==> src/rtl/pmx_pkg.sv <==
// Shared types for the multiplexed port expander.
// Assumes a 2-bit register address and a 5-bit configuration field.
package pmx_pkg;

    typedef enum logic [1:0] {
        ADDR_DATA = 2'd0,
        ADDR_DIR  = 2'd1,
        ADDR_CFG  = 2'd2,
        ADDR_PIN  = 2'd3
    } pmx_addr_e;

    // Bit 0 hc_sel, bit 1 sync_sel, bit 2 color_en, bit 3 hc_force, bit 4 hc_pol
    typedef struct packed {
        logic hc_pol;
        logic hc_force;
        logic color_en;
        logic sync_sel;
        logic hc_sel;
    } pmx_cfg_t;

    localparam int CFG_W = $bits(pmx_cfg_t);
    localparam pmx_cfg_t CFG_RESET = '{hc_pol: 1'b0, hc_force: 1'b0, color_en: 1'b1,
                                       sync_sel: 1'b0, hc_sel: 1'b0};

endpackage

==> src/rtl/pmx_sync.sv <==
// Multi-stage synchronizer for the pin levels.
// Assumes STAGES >= 1; every stage clears on reset.
module pmx_sync #(
    parameter int WIDTH  = 7,
    parameter int STAGES = 2
) (
    input  logic             clk,
    input  logic             rst_n,
    input  logic [WIDTH-1:0] din,
    output logic [WIDTH-1:0] dout
);

    logic [WIDTH-1:0] pipe [STAGES];

    // Shift the pin levels through the stage chain
    always_ff @(posedge clk) begin
        if (!rst_n) begin
            for (int i = 0; i < STAGES; i++) pipe[i] <= '0;
        end else begin
            pipe[0] <= din;
            for (int i = 1; i < STAGES; i++) pipe[i] <= pipe[i-1];
        end
    end

    assign dout = pipe[STAGES-1];

endmodule

==> src/rtl/pmx_regs.sv <==
// Register file: data, direction and configuration, plus the read mux.
// Assumes a single-cycle write strobe; read data is combinational.
module pmx_regs
    import pmx_pkg::*;
#(
    parameter int PORT_W = 7,
    parameter int REG_W  = 8
) (
    input  logic              clk,
    input  logic              rst_n,
    input  logic              wr,
    input  logic [1:0]        addr,
    input  logic [REG_W-1:0]  wdata,
    input  logic [PORT_W-1:0] pin_sync,
    output logic [PORT_W-1:0] data_q,
    output logic [PORT_W-1:0] dir_q,
    output pmx_cfg_t          cfg_q,
    output logic [REG_W-1:0]  rdata
);

    localparam int PAD_BITS = REG_W - PORT_W;
    localparam int CPAD     = REG_W - CFG_W;

    pmx_addr_e addr_e;
    assign addr_e = pmx_addr_e'(addr);

    // Data register; bit 0 is frozen while pin 0 serves the half-contrast input
    always_ff @(posedge clk) begin
        if (!rst_n) begin
            data_q <= '0;
        end else if (wr && addr_e == ADDR_DATA) begin
            data_q[PORT_W-1:1] <= wdata[PORT_W-1:1];
            if (!cfg_q.hc_sel) data_q[0] <= wdata[0];
        end
    end

    // Direction register, one bit per pin (1 = output)
    always_ff @(posedge clk) begin
        if (!rst_n) begin
            dir_q <= '0;
        end else if (wr && addr_e == ADDR_DIR) begin
            dir_q <= wdata[PORT_W-1:0];
        end
    end

    // Configuration register selecting pin owners and half-contrast controls
    always_ff @(posedge clk) begin
        if (!rst_n) begin
            cfg_q <= CFG_RESET;
        end else if (wr && addr_e == ADDR_CFG) begin
            cfg_q <= pmx_cfg_t'(wdata[CFG_W-1:0]);
        end
    end

    // Readback multiplexer, undefined bits zero
    always_comb begin
        unique case (addr_e)
            ADDR_DATA: rdata = {{PAD_BITS{1'b0}}, data_q};
            ADDR_DIR:  rdata = {{PAD_BITS{1'b0}}, dir_q};
            ADDR_CFG:  rdata = {{CPAD{1'b0}}, cfg_q};
            default:   rdata = {{PAD_BITS{1'b0}}, pin_sync};
        endcase
    end

    a_r5_port0_write_ignored: assert property (@(posedge clk) disable iff (!rst_n)
        (wr && addr_e == ADDR_DATA && cfg_q.hc_sel) |=> (data_q[0] == $past(data_q[0])));

    a_r2_dir_write_lands: assert property (@(posedge clk) disable iff (!rst_n)
        (wr && addr_e == ADDR_DIR) |=> (dir_q == $past(wdata[PORT_W-1:0])));

endmodule

==> src/rtl/pmx_pinmux.sv <==
// Pin ownership: pad drive and enables, colour bus, half-contrast derivation.
// Assumes pin 0 = half-contrast, pin 1 = sync, pins above 1 = colour bus.
module pmx_pinmux
    import pmx_pkg::*;
#(
    parameter int PORT_W = 7
) (
    input  logic                clk,
    input  logic                rst_n,
    input  logic [PORT_W-1:0]   data_q,
    input  logic [PORT_W-1:0]   dir_q,
    input  pmx_cfg_t            cfg_q,
    input  logic [PORT_W-1:0]   pin_sync,
    input  logic                sync_in,
    input  logic                rgb_insert,
    output logic [PORT_W-1:0]   pad_out,
    output logic [PORT_W-1:0]   pad_oe,
    output logic [PORT_W-3:0]   color_bus,
    output logic                hc_active,
    output logic                video_half
);

    localparam int COLOR_W = PORT_W - 2;

    // Pin 0: released as input while it serves the half-contrast switch
    always_comb begin
        pad_out[0] = data_q[0];
        pad_oe[0]  = dir_q[0] & ~cfg_q.hc_sel;
    end

    // Pin 1: sync source takes the pin and forces the driver on
    always_comb begin
        pad_out[1] = cfg_q.sync_sel ? sync_in : data_q[1];
        pad_oe[1]  = cfg_q.sync_sel | dir_q[1];
    end

    // Colour pins: each released to input while the colour bus owns it
    for (genvar g = 0; g < COLOR_W; g++) begin : g_color
        always_comb begin
            pad_out[g+2]  = data_q[g+2];
            pad_oe[g+2]   = dir_q[g+2] & ~cfg_q.color_en;
            color_bus[g]  = pin_sync[g+2] & cfg_q.color_en;
        end
    end

    // Half-contrast: gate, force, then polarity; background copy masked by RGB
    always_comb begin
        hc_active  = ((pin_sync[0] & cfg_q.hc_sel) | cfg_q.hc_force) ^ cfg_q.hc_pol;
        video_half = hc_active & ~rgb_insert;
    end

    a_r5_port0_released: assert property (@(posedge clk) disable iff (!rst_n)
        cfg_q.hc_sel |-> !pad_oe[0]);

    a_r8_sync_owns_pin1: assert property (@(posedge clk) disable iff (!rst_n)
        cfg_q.sync_sel |-> (pad_oe[1] && pad_out[1] == sync_in));

    a_r9_color_inputs: assert property (@(posedge clk) disable iff (!rst_n)
        cfg_q.color_en |-> (pad_oe[PORT_W-1:2] == '0));

    a_r9_color_idle_zero: assert property (@(posedge clk) disable iff (!rst_n)
        !cfg_q.color_en |-> (color_bus == '0));

    a_r7_rgb_full_contrast: assert property (@(posedge clk) disable iff (!rst_n)
        rgb_insert |-> !video_half);

endmodule

==> src/rtl/port_mux_expander.sv <==
// Top of the seven-pin multiplexed IO port expander.
// Assumes pad_in is asynchronous to clk; reset is synchronous active-low.
module port_mux_expander
    import pmx_pkg::*;
#(
    parameter int PORT_W      = 7,
    parameter int REG_W       = 8,
    parameter int SYNC_STAGES = 2
) (
    input  logic              clk,
    input  logic              rst_n,
    input  logic              reg_wr,
    input  logic [1:0]        reg_addr,
    input  logic [REG_W-1:0]  reg_wdata,
    output logic [REG_W-1:0]  reg_rdata,
    input  logic [PORT_W-1:0] pad_in,
    output logic [PORT_W-1:0] pad_out,
    output logic [PORT_W-1:0] pad_oe,
    input  logic              sync_in,
    input  logic              rgb_insert,
    output logic [PORT_W-3:0] color_bus,
    output logic              hc_active,
    output logic              video_half
);

    logic [PORT_W-1:0] pin_sync;
    logic [PORT_W-1:0] data_q;
    logic [PORT_W-1:0] dir_q;
    pmx_cfg_t          cfg_q;

    pmx_sync #(.WIDTH(PORT_W), .STAGES(SYNC_STAGES)) u_sync (
        .clk  (clk),
        .rst_n(rst_n),
        .din  (pad_in),
        .dout (pin_sync)
    );

    pmx_regs #(.PORT_W(PORT_W), .REG_W(REG_W)) u_regs (
        .clk     (clk),
        .rst_n   (rst_n),
        .wr      (reg_wr),
        .addr    (reg_addr),
        .wdata   (reg_wdata),
        .pin_sync(pin_sync),
        .data_q  (data_q),
        .dir_q   (dir_q),
        .cfg_q   (cfg_q),
        .rdata   (reg_rdata)
    );

    pmx_pinmux #(.PORT_W(PORT_W)) u_mux (
        .clk       (clk),
        .rst_n     (rst_n),
        .data_q    (data_q),
        .dir_q     (dir_q),
        .cfg_q     (cfg_q),
        .pin_sync  (pin_sync),
        .sync_in   (sync_in),
        .rgb_insert(rgb_insert),
        .pad_out   (pad_out),
        .pad_oe    (pad_oe),
        .color_bus (color_bus),
        .hc_active (hc_active),
        .video_half(video_half)
    );

    // Cycles since reset, used to keep the latency check inside valid history
    logic [1:0] rst_age;
    always_ff @(posedge clk) begin
        if (!rst_n) rst_age <= '0;
        else if (rst_age != 2'd3) rst_age <= rst_age + 2'd1;
    end

    if (SYNC_STAGES == 2) begin : g_lat_chk
        a_r3_pin_two_edges: assert property (@(posedge clk) disable iff (!rst_n)
            (rst_age >= 2'd2) |-> (pin_sync == $past(pad_in, 2)));
    end

endmodule

==> config.mk <==
export PLATFORM = sky130hd
export DESIGN_NAME = port_mux_expander
export DESIGN_NICKNAME = d
export VERILOG_FILES = /design/src/rtl/pmx_pkg.sv /design/src/rtl/pmx_sync.sv /design/src/rtl/pmx_regs.sv /design/src/rtl/pmx_pinmux.sv /design/src/rtl/port_mux_expander.sv
export SDC_FILE = /design/constraint.sdc
export NUM_CORES = 1
export LEC_CHECK = 0
export ABC_AREA = 1
export ABC_CLOCK_PERIOD_IN_PS = 2300
export BUFFER_PORTS_ARGS = -buffer_cell sky130_fd_sc_hd__buf_4
export CAP_MARGIN = 10
export CELL_PAD_IN_SITES_DETAIL_PLACEMENT = 1
export CELL_PAD_IN_SITES_GLOBAL_PLACEMENT = 2
export CORE_UTILIZATION = 28
export CTS_CLUSTER_DIAMETER = 120
export DETAILED_ROUTE_END_ITERATION = 10
export PLACE_DENSITY = 0.92
export SYNTH_ARGS = -nofsm -noshare
export SYNTH_HDL_FRONTEND = slang
export SYNTH_HIERARCHICAL = 1
export SYNTH_SLANG_ARGS = --single-unit
==> constraint.sdc <==
create_clock -name clk -period 2.3 [get_ports clk]
set_input_delay 0.115 -clock clk [delete_from_list [all_inputs] [get_ports clk]]
set_output_delay 0.115 -clock clk [all_outputs]
set_load 0.02 [all_outputs]
After elaboration in Yosys (flattened, before gate mapping)
Memories as Yosys holds them, arrays and structs flattened. Index checks and enable logic that the tools add are counted. W data, S select, Z words.

Eq/ne operators: 2. Muxes and demuxes: 6. Bitwise gates (word level): 21. Reduce and logical (&&, ||, !) cells: 5.

Operator list (number): $pmux W7 S3 (1); $mux W7 (2); $and A1 B1 Y1 (13); $or A1 B1 Y1 (4); $logic_and A1 B1 Y1 (3); $mux W1 (3); $not A1 Y1 (3); $eq A2 B1 Y1 const B (1); $eq A2 B2 Y1 const B (1); $logic_not A2 Y1 (1); $reduce_and A2 Y1 (1); $xor A1 B1 Y1 (1).

Register bits: 19. RAM bits: 14. Input bits: 22. Output and inout port bits: 29. Word-level logic and storage cells: 43. Memories kept: 1.

Memory list: u_sync.pipe (depth 2, width 7, read ports 2, clocked after Yosys merged registers in 0, wr ports 2, line pmx_sync.sv:13) `logic [WIDTH-1:0] pipe [STAGES];`.

Logic depth before layout (Yosys ltp)
Gate-level depths: netlist (run 1). An unclocked memory read counts as a cell.

Depth in word-level cells: 5. Gate-level depth with buffers: 7.

Cells and area by module
The synthesis (run 1) kept the hierarchy.

By module, submodules not included: pmx_regs (times used 1, cells each 152, area an instance 972.2 um^2, seq. area each 380.4 um^2); pmx_sync (times used 1, cells each 50, area an instance 449.2 um^2, seq. area each 280.3 um^2); pmx_pinmux (times used 1, cells each 42, area an instance 193.9 um^2, seq. area each 0.0 um^2).

Worst setup path before layout (run 1)
OpenSTA, ideal clock, no wires.

Kind: flip-flop to output port. Start: reg u_regs.data_q[1]. End: out pad_out[1]. Arrival: 0.834 ns. Required time: 2.185 ns. Slack: 1.351 ns. Stages on the path, launching flop included: 3. Path buffers: 0. Path through: dfxtp_1 inv_1 o21ai_0.

Cells in the longest elaborated chain, start to end: 1.

RTL lines: from (decl) (line pmx_regs.sv:15) `output logic [PORT_W-1:0] data_q,`; from (signal, indexed assignment) (line pmx_regs.sv:32) `data_q[PORT_W-1:1] <= wdata[PORT_W-1:1];`; $mux W1 (line pmx_pinmux.sv:33) `pad_out[1] = cfg_q.sync_sel ? sync_in : data_q[1];`; to (decl) (line port_mux_expander.sv:17) `output logic [PORT_W-1:0] pad_out,`.

Every way passes these cells.

Final worst setup path (run 1)
Start: reg u_regs/cfg_q[2] (netlist name). End: out reg_rdata[2].

Cells in the longest elaborated chain, start to end: 1.

RTL lines: $pmux W7 S3 (line pmx_regs.sv:57) `unique case (addr_e)`; to (decl) (line port_mux_expander.sv:15) `output logic [REG_W-1:0] reg_rdata,`.

Every way passes these cells.

==> results by group, run 1 <==
Run status
  • Outcome: complete, no violations

Route
  • DR pass1 iterations: 4
  • Via-per-instance ratio: 4.144
  • DR WL/cell: 11.05 um
  • DRC viols: 0
  • Final wirelength: 3.910 mm
  • 1st-iter DRT viols: 45
  • DR vias: 1467
  • Final ANT Viol Nets: 0

Clock network
  • CTS tree: yes
  • Clock Sinks: 33
  • Hold_buf cts: 1
  • Clk_lat worst skew: 0.28 ns
  • CTS buffer count: 5
  • Setup Buffers After CTS: 0
  • # resized after CTS: 0
  • Max Buffers Root-to-Sink: 2
  • Clock-pin slew on the worst setup and hold paths: 0.07 ns
  • Depth of the CTS H-tree: 2
  • Root Driver: clkbuf_8

STA
  • Final Hold Fails: 0
  • # setup viols final: 0
  • Rel. slew slack: 63.60%
  • Fmax: 0.7445 GHz
  • Final Max Tran Viols: 0
  • Fin crit period: 1.343 ns
  • Final WS setup: 0.9569 ns
  • Clk_skew: 0.001041 ns
  • Worst-Margin Slew: 0.5454 ns
  • Tcrit/Tclk final: 58.40%
  • Total negative slack: 0 ns
  • Unrepaired setup endpoints after global routing: false

Place
  • Placed Instances: 345
  • Port-buffer cells: 48
  • Hpwl dp: 2.862 mm
  • GPL Wtd Cong: 0.7078
  • Pre-CTS setup slack: 0.9757 ns
  • Cell Area, Placed: 1906 um^2

Setup path
  • Worst setup EP type: output pin
  • Worst path cell trace: nand2_1, nand4_1, buf_4
  • Slowest cell on the critical path: dfxtp_1
  • Worst EP arrival: 1.23 ns
  • Slowest stage delay, CP: 0.61 ns
  • Crit-path max FO: 12
  • CP bufs+invs: 1
  • Worst Path Required: 2.18 ns
  • Crit Path Class: reg -> out
  • Startpoint types: register
  • Critical path's top delay family: flip-flops

Logic synthesis
  • EDFF count, synth: 0
  • Yosys top cell by area: dfxtp_1
  • Post-Synthesis Cells: 244
  • Post-Syn Area per Cell: 6.620 um^2
  • Post-synth top area share: 40.90%
  • Mapped cell area: 1615 um^2
  • Sequential element share of the synthesized area: 40.90%
  • Cell variety after synth: 17
  • Synthesized Nets: 266
  • Post-synth top cells: 75 x nand2_1, 46 x inv_1, 41 x nor2_1
  • Warnings from Yosys: 6
  • Synth Flop Type: dfxtp_1
  • FFs w/ async S/R, synth: 0%
  • Top cells by area, synth: dfxtp_1 41%, nand2_1 17%, inv_1 11%
  • Cell with the most instances after synthesis: nand2_1
  • Yosys reg bits: 33

Run
  • Maxcap violations: 0

Layout
  • Footprint of the multi-input gates: 618.1 um^2
  • Final net count: 303
  • Design Area, Final: 2017 um^2
  • Diode count: 0
  • Share of cells above drive strength 1: 23.40%
  • FF/Latch Area: 660.6 um^2
  • Non-Filler Instances: 354
  • Number of fill cells in the layout: 763
  • Area Growth Syn to Fin: 24.86%

Floorplanning
  • Ports: 51
  • # rows: 27
  • Die span in y: 77.96 um
  • Core area: 5540 um^2
  • Die area: 6077 um^2
  • Die width: 77.96 um
  • Starting density of the core: 29.16%

Global route
  • Total global routing overflow: 0
  • Vias in the first global route: 1460
  • Tot GR Track Use: 14.31%
  • Pin count of the biggest net entering global routing: 34
  • First-pass GRT wire length: 6.617 mm
  • Initial antenna violation count: 0

Power and ir drop
  • Max IR drop VDD: 0.2339 mV
  • Pwr/cell area: 644.7 nW/um^2
  • Pleak: 1.143 nW

Hold path
  • Hold crit path type: in -> reg
cell usage in the layout (no fill, tap or decap), types with 6 or more instances in the layout:
master	n
nor2_1	41
o21ai_0	7
inv_1	46
dfxtp_1	33
nand3_1	6
nand2_1	75
buf_4	48
nand4_1	6
clkbuf_8	7
cell type report:
cell class | count | share of cell area (%)
clock inverters | 1 | 0.2481
flip-flops and latches | 33 | 32.75
clock buffers | 7 | 4.777
repair buffers | 49 | 18.36
inverters | 47 | 8.747
well taps | 72 | 4.467
multi-input cells | 145 | 30.65
per-layer routing:
layer / track usage, % / vias up / wire length [um]
li1: - / 765 / -
met1: 16.19 / 658 / 1798
met2: 24.78 / 39 / 1836
met3: 3.882 / 5 / 197
met4: 6.852 / 0 / 78
met5: 0 / - / 0
power by group:
part | switching (W) | leakage [nW] | internal, W
Clock | 0.000204 | 0.0542 | 0.000270
Sequential | 0.0000206 | 0.271 | 0.000601
Combinational | 0.000119 | 0.818 | 0.0000853
Total | 0.000344 | 1.14 | 0.000956
sequential cells by signal, summed over array words and instances (netlist names):
register,count
u_sync/pipe,14
u_regs/data_q,7
u_regs/cfg_q,5
u_regs/dir_q,7
worst min-delay path: cells and delay by family:
family | cells | cell delay (ns)
buf+inv | 2 | 0.11
simple gates | 1 | 0.04
cells by family (layout without fill, tap and decap cells):
| group | after synthesis | count (layout) | synth area share [%] |
|---|---|---|---|
| other cells | 1 | 1 | 0.2322 |
| compound gates | 7 | 7 | 2.169 |
| buf+inv | 66 | 104 | 20.84 |
| simple gates | 137 | 137 | 35.86 |
| flops | 33 | 33 | 40.90 |
worst paths after layout:
kind | endpoint | startpoint | depth (start not counted) | slack, ns
worst max register to register | u_regs/cfg_q[2]$_SDFFE_PN1P_ | u_regs/cfg_q[2]$_SDFFE_PN1P_ | 2 | 1.44
worst min register to register | u_sync/pipe[0][9]$_SDFF_PN0_ | u_sync/pipe[0][2]$_SDFF_PN0_ | 2 | 0.42
worst min-delay path | u_sync/pipe[0][1]$_SDFF_PN0_ | pad_in[1] | 3 | 0.01
worst max-delay path | reg_rdata[2] | u_regs/cfg_q[2]$_SDFFE_PN1P_ | 3 | 0.96
through the flow:
step,total power (W),hold WS (ns),utilization [%]
2_1_floorplan,0.0007641,0.2085,-
6_report,0.001300,0.01473,36.40
5_1_grt,0.001371,0.005766,36.40
3_5_place_dp,0.0008411,0.3043,34.39
3_3_place_gp,0.0008360,0.2996,34.39
4_1_cts,0.001328,0.002027,36.40
Power figures use the tool's default switching activity.
==> run 2: changes to the inputs <==
Settings changed: ABC_AREA 1 to 0, ABC_CLOCK_PERIOD_IN_PS 2300 to 1400, CORE_UTILIZATION 28 to 30, PLACE_DENSITY 0.92 to 0.87.
Clock period 2.3 ns to 1.4 ns, I/O delays scaled along.
==> run 2 against run 1 <==
  * Power rose by 51%
  * First-iteration DRC count grew 8.9%
  * Non-clock buffer count is 4 higher
  * Cell area fell by 1.7%
  * Synthesized cell count shrank 39%
  * Combinational power up 40%
  * Die area decreased by 9.2%
  * Critical path depth down 1
  * Count of clock-buffer cells in the layout unchanged
  * Largest power group unchanged
  * Highest routed layer unchanged
==> results by group, run 2 <==
Run status
  • Outcome: complete, no violations

Logic synthesis
  • FFs w/ async S/R, synth: 0% (unchanged)
  • Cell with the most instances after synthesis: dfxtp_1
  • Warnings from Yosys: 6 (unchanged)
  • Sequential element share of the synthesized area: 42.14% (+1.2 points)
  • Top cells by area, synth: dfxtp_1 42%, mux2i_1 13%, buf_4 6.7%
  • Post-Syn Area per Cell: 10.59 um^2 (+60%)
  • Yosys reg bits: 33 (unchanged)
  • EDFF count, synth: 0 (unchanged)
  • Synthesized Nets: 170 (-36%)
  • Post-synth top area share: 42.14% (+1.2 points)
  • Post-synth top cells: 33 x dfxtp_1, 25 x nand2_1, 20 x mux2i_1
  • Synth Flop Type: dfxtp_1
  • Post-Synthesis Cells: 148 (-39%)
  • Cell variety after synth: 29 (+12)
  • Yosys top cell by area: dfxtp_1
  • Mapped cell area: 1568 um^2 (-2.9%)

Clock network
  • Root Driver: clkbuf_8
  • Depth of the CTS H-tree: 2 (unchanged)
  • Clock-pin slew on the worst setup and hold paths: 0.06 ns (about the same)
  • Max Buffers Root-to-Sink: 2 (unchanged)
  • CTS buffer count: 5 (unchanged)
  • Clock Sinks: 33 (unchanged)
  • Clk_lat worst skew: 0.28 ns (about the same)
  • CTS tree: yes

Setup path
  • Crit-path max FO: 4 (-8)
  • Worst EP arrival: 1.28 ns (+0.05 ns)
  • Worst setup EP type: output pin
  • Crit Path Class: reg -> out
  • R2R setup slack: 0.39 ns (-1.05 ns)
  • Reg2reg end: u_regs/data_q[0]$_SDFFE_PN0P_
  • Crit path from: u_regs/cfg_q[1]$_SDFFE_PN0P_
  • R2R cell count: 2 (unchanged)
  • Startpoint types: register
  • Worst Path Required: 1.33 ns (-0.85 ns)
  • Critical Path End: reg_rdata[1]
  • RR Startpoint: u_regs/cfg_q[0]$_SDFFE_PN0P_

Route
  • DR WL/cell: 13.86 um (+25%)
  • Final ANT Viol Nets: 0 (unchanged)
  • DR pass1 iterations: 4 (unchanged)
  • DR vias: 1126 (-23%)
  • 1st-iter DRT viols: 49 (+8.9%)
  • Via-per-instance ratio: 4.416 (+6.6%)
  • Final wirelength: 3.534 mm (-9.6%)
  • DRC viols: 0 (unchanged)

Power and ir drop
  • Clock power share: 34.6% (-1.9 points)
  • Switch share: 25.11% (-1.4 points)
  • Internal power: 0.001475 W (+54%)
  • Power share of the combinational group: 14.6% (-1.1 points)
  • Max IR drop VDD: 0.4343 mV (+86%)
  • Pwr/cell area: 993.8 nW/um^2 (+54%)
  • Pleak: 0.9168 nW (-20%)
  • Sequential power share: 50.8% (+3.0 points)
  • NetSw: 0.0004946 W (+44%)
  • Pwr Total: 0.001970 W (+51%)

Global route
  • Initial antenna violation count: 0 (unchanged)
  • Vias in the first global route: 1155 (-21%)
  • First-pass GRT wire length: 5.388 mm (-19%)
  • Total global routing overflow: 0 (unchanged)
  • Pin count of the biggest net entering global routing: 41 (+21%)
  • Tot GR Track Use: 13.43% (-0.88 points)

Layout
  • Footprint of the multi-input gates: 743.2 um^2 (+20%)
  • Share of cells above drive strength 1: 43.62% (+20 points)
  • Largest regs: u_sync/pipe (14), u_regs/data_q (7), u_regs/dir_q (7)
  • Diode count: 0 (unchanged)
  • Commonest non-fill, non-tap cell in the layout: buf_4
  • Commonest non-fill, non-tap cells in the layout: 52 x buf_4, 30 x dfxtp_1, 25 x nand2_1
  • FF/Latch Area: 666.9 um^2 (+0.95%)
  • Design Area, Final: 1982 um^2 (-1.7%)
  • Biggest register: u_sync/pipe
  • Final net count: 209 (-31%)
  • Number of fill cells in the layout: 577 (-24%)
  • Area Growth Syn to Fin: 26.42%
  • Post-layout util: 40.62% (+4.2 points)
  • Max reg flops: 14 (unchanged)

STA
  • Fmax: 0.7388 GHz
  • Total negative slack: 0 ns (unchanged)
  • Rel. slew slack: 65.77% (+2.2 points)
  • Final Hold Fails: 0 (unchanged)
  • Final WS setup: 0.04643 ns (-0.9104 ns)
  • Tcrit/Tclk final: 96.68%
  • Final Max Tran Viols: 0 (unchanged)
  • Unrepaired setup endpoints after global routing: false
  • Worst-Margin Slew: 0.5129 ns (-0.03250 ns)
  • Clk_skew: 0.001162 ns (+0.0001206 ns)
  • # setup viols final: 0 (unchanged)
  • Fin crit period: 1.354 ns

Hold path
  • Hold crit path type: in -> reg

Floorplanning
  • Die area: 5519 um^2 (-9.2%)
  • Starting density of the core: 32.13% (+3.0 points)
  • Die span in y: 74.29 um (-4.7%)
  • Core area: 4880 um^2 (-12%)
  • Ports: 51 (unchanged)
  • Die width: 74.29 um (-4.7%)
  • # rows: 25 (-7.4%)

Place
  • Hpwl dp: 2.647 mm (-7.5%)
  • GPL Wtd Cong: 0.6851 (-3.2%)
  • Cell Area, Placed: 1878 um^2 (-1.4%)
  • Pre-CTS setup slack: 0.2573 ns (-0.7184 ns)
  • Port-buffer cells: 48 (unchanged)

Run
  • Maxcap violations: 0 (unchanged)
## run 2: changes by cell type after synthesis, sizes merged, moves of 2 or more
| cell | delta |
|---|---|
| and2 | +19 |
| inv | -46 |
| mux2 | +2 |
| mux2i | +20 |
| mux4 | +5 |
| nand2 | -54 |
| nand3 | -4 |
| nand3b | +2 |
| nand4 | -6 |
| nor2 | -44 |
| nor2b | +6 |
| o21ai | -5 |
## run 2: worst max-delay path, stage by stage, from the launching register on
cell and delay, ns:
dfxtp_1 0.34, mux4_2 0.48, buf_4 0.18
## run 2: cell type report
type / count / area share, %
Timing Repair Buffer: 53 / 20.20
Clock buffer: 7 / 3.851
Multi-Input combinational cell: 93 / 37.50
Sequential cell: 33 / 33.65
Inverter: 1 / 0.1894
Tap cell: 67 / 4.230
Clock inverter: 1 / 0.3788
## run 2: worst min path at each step
stage / to / start / cells past startpoint / slack, ns
3_5_place_dp: u_sync/pipe[0][4]$_SDFF_PN0_ / pad_in[4] / 2 / 0.30
5_1_grt: u_sync/pipe[0][1]$_SDFF_PN0_ / pad_in[1] / 2 / 0.005
6_report: u_sync/pipe[0][5]$_SDFF_PN0_ / pad_in[5] / 2 / 0.01
2_1_floorplan: u_sync/pipe[0][0]$_SDFF_PN0_ / rst_n / 1 / 0.21
3_3_place_gp: u_sync/pipe[0][1]$_SDFF_PN0_ / pad_in[1] / 2 / 0.30
4_1_cts: u_sync/pipe[0][6]$_SDFF_PN0_ / pad_in[6] / 2 / 0.001
## run 2: per-layer routing
metal	up-vias	track usage [%]	wire, um
met5	-	0	0
met4	0	4.403	44
met3	5	5.014	186
met2	33	23.84	1786
met1	534	14.81	1517
li1	554	-	-
## run 2: per-stage QoR
step	hold WS [ns]	std cells
after floorplan	0.2062	148
after global placement	0.2955	245
after detailed placement	0.2994	245
after CTS	0.001412	255
after global routing	0.005445	255
final	0.01094	255
## run 2: kinds of logic (layout without fill, tap and decap cells)
family,after synthesis,after routing,synth area share (%)
other,1,1,0.2392
AOI/OAI and AO/OA,4,4,1.756
DFF,33,33,42.14
xor gates and xnor gates,1,1,0.5588
muxes,27,27,22.59
buffers and inverters,22,62,10.22
and+or+nand+nor,60,60,22.51
## run 2: timing repair
| action | CTS | global route |
|---|---|---|
| cloned | 0 | 0 |
| gates resized for setup | 3 | 5 |
| endpoints found under the setup margin | 4 | 3 |
| endpoints found under the hold margin | 1 | 0 |
| buffers inserted | 1 | 0 |
| pin swaps | 1 | 1 |
| hold buffers | 1 | 0 |
## run 2: power groups by stage
stage	combinational (W)	sequential, W	clock [W]
5_1_grt	0.000310	0.00100	0.000743
3_5_place_dp	0.000286	0.00102	0
2_1_floorplan	0.000188	0.00101	0
3_3_place_gp	0.000279	0.00102	0
6_report	0.000288	0.00100	0.000681
4_1_cts	0.000291	0.00100	0.000712
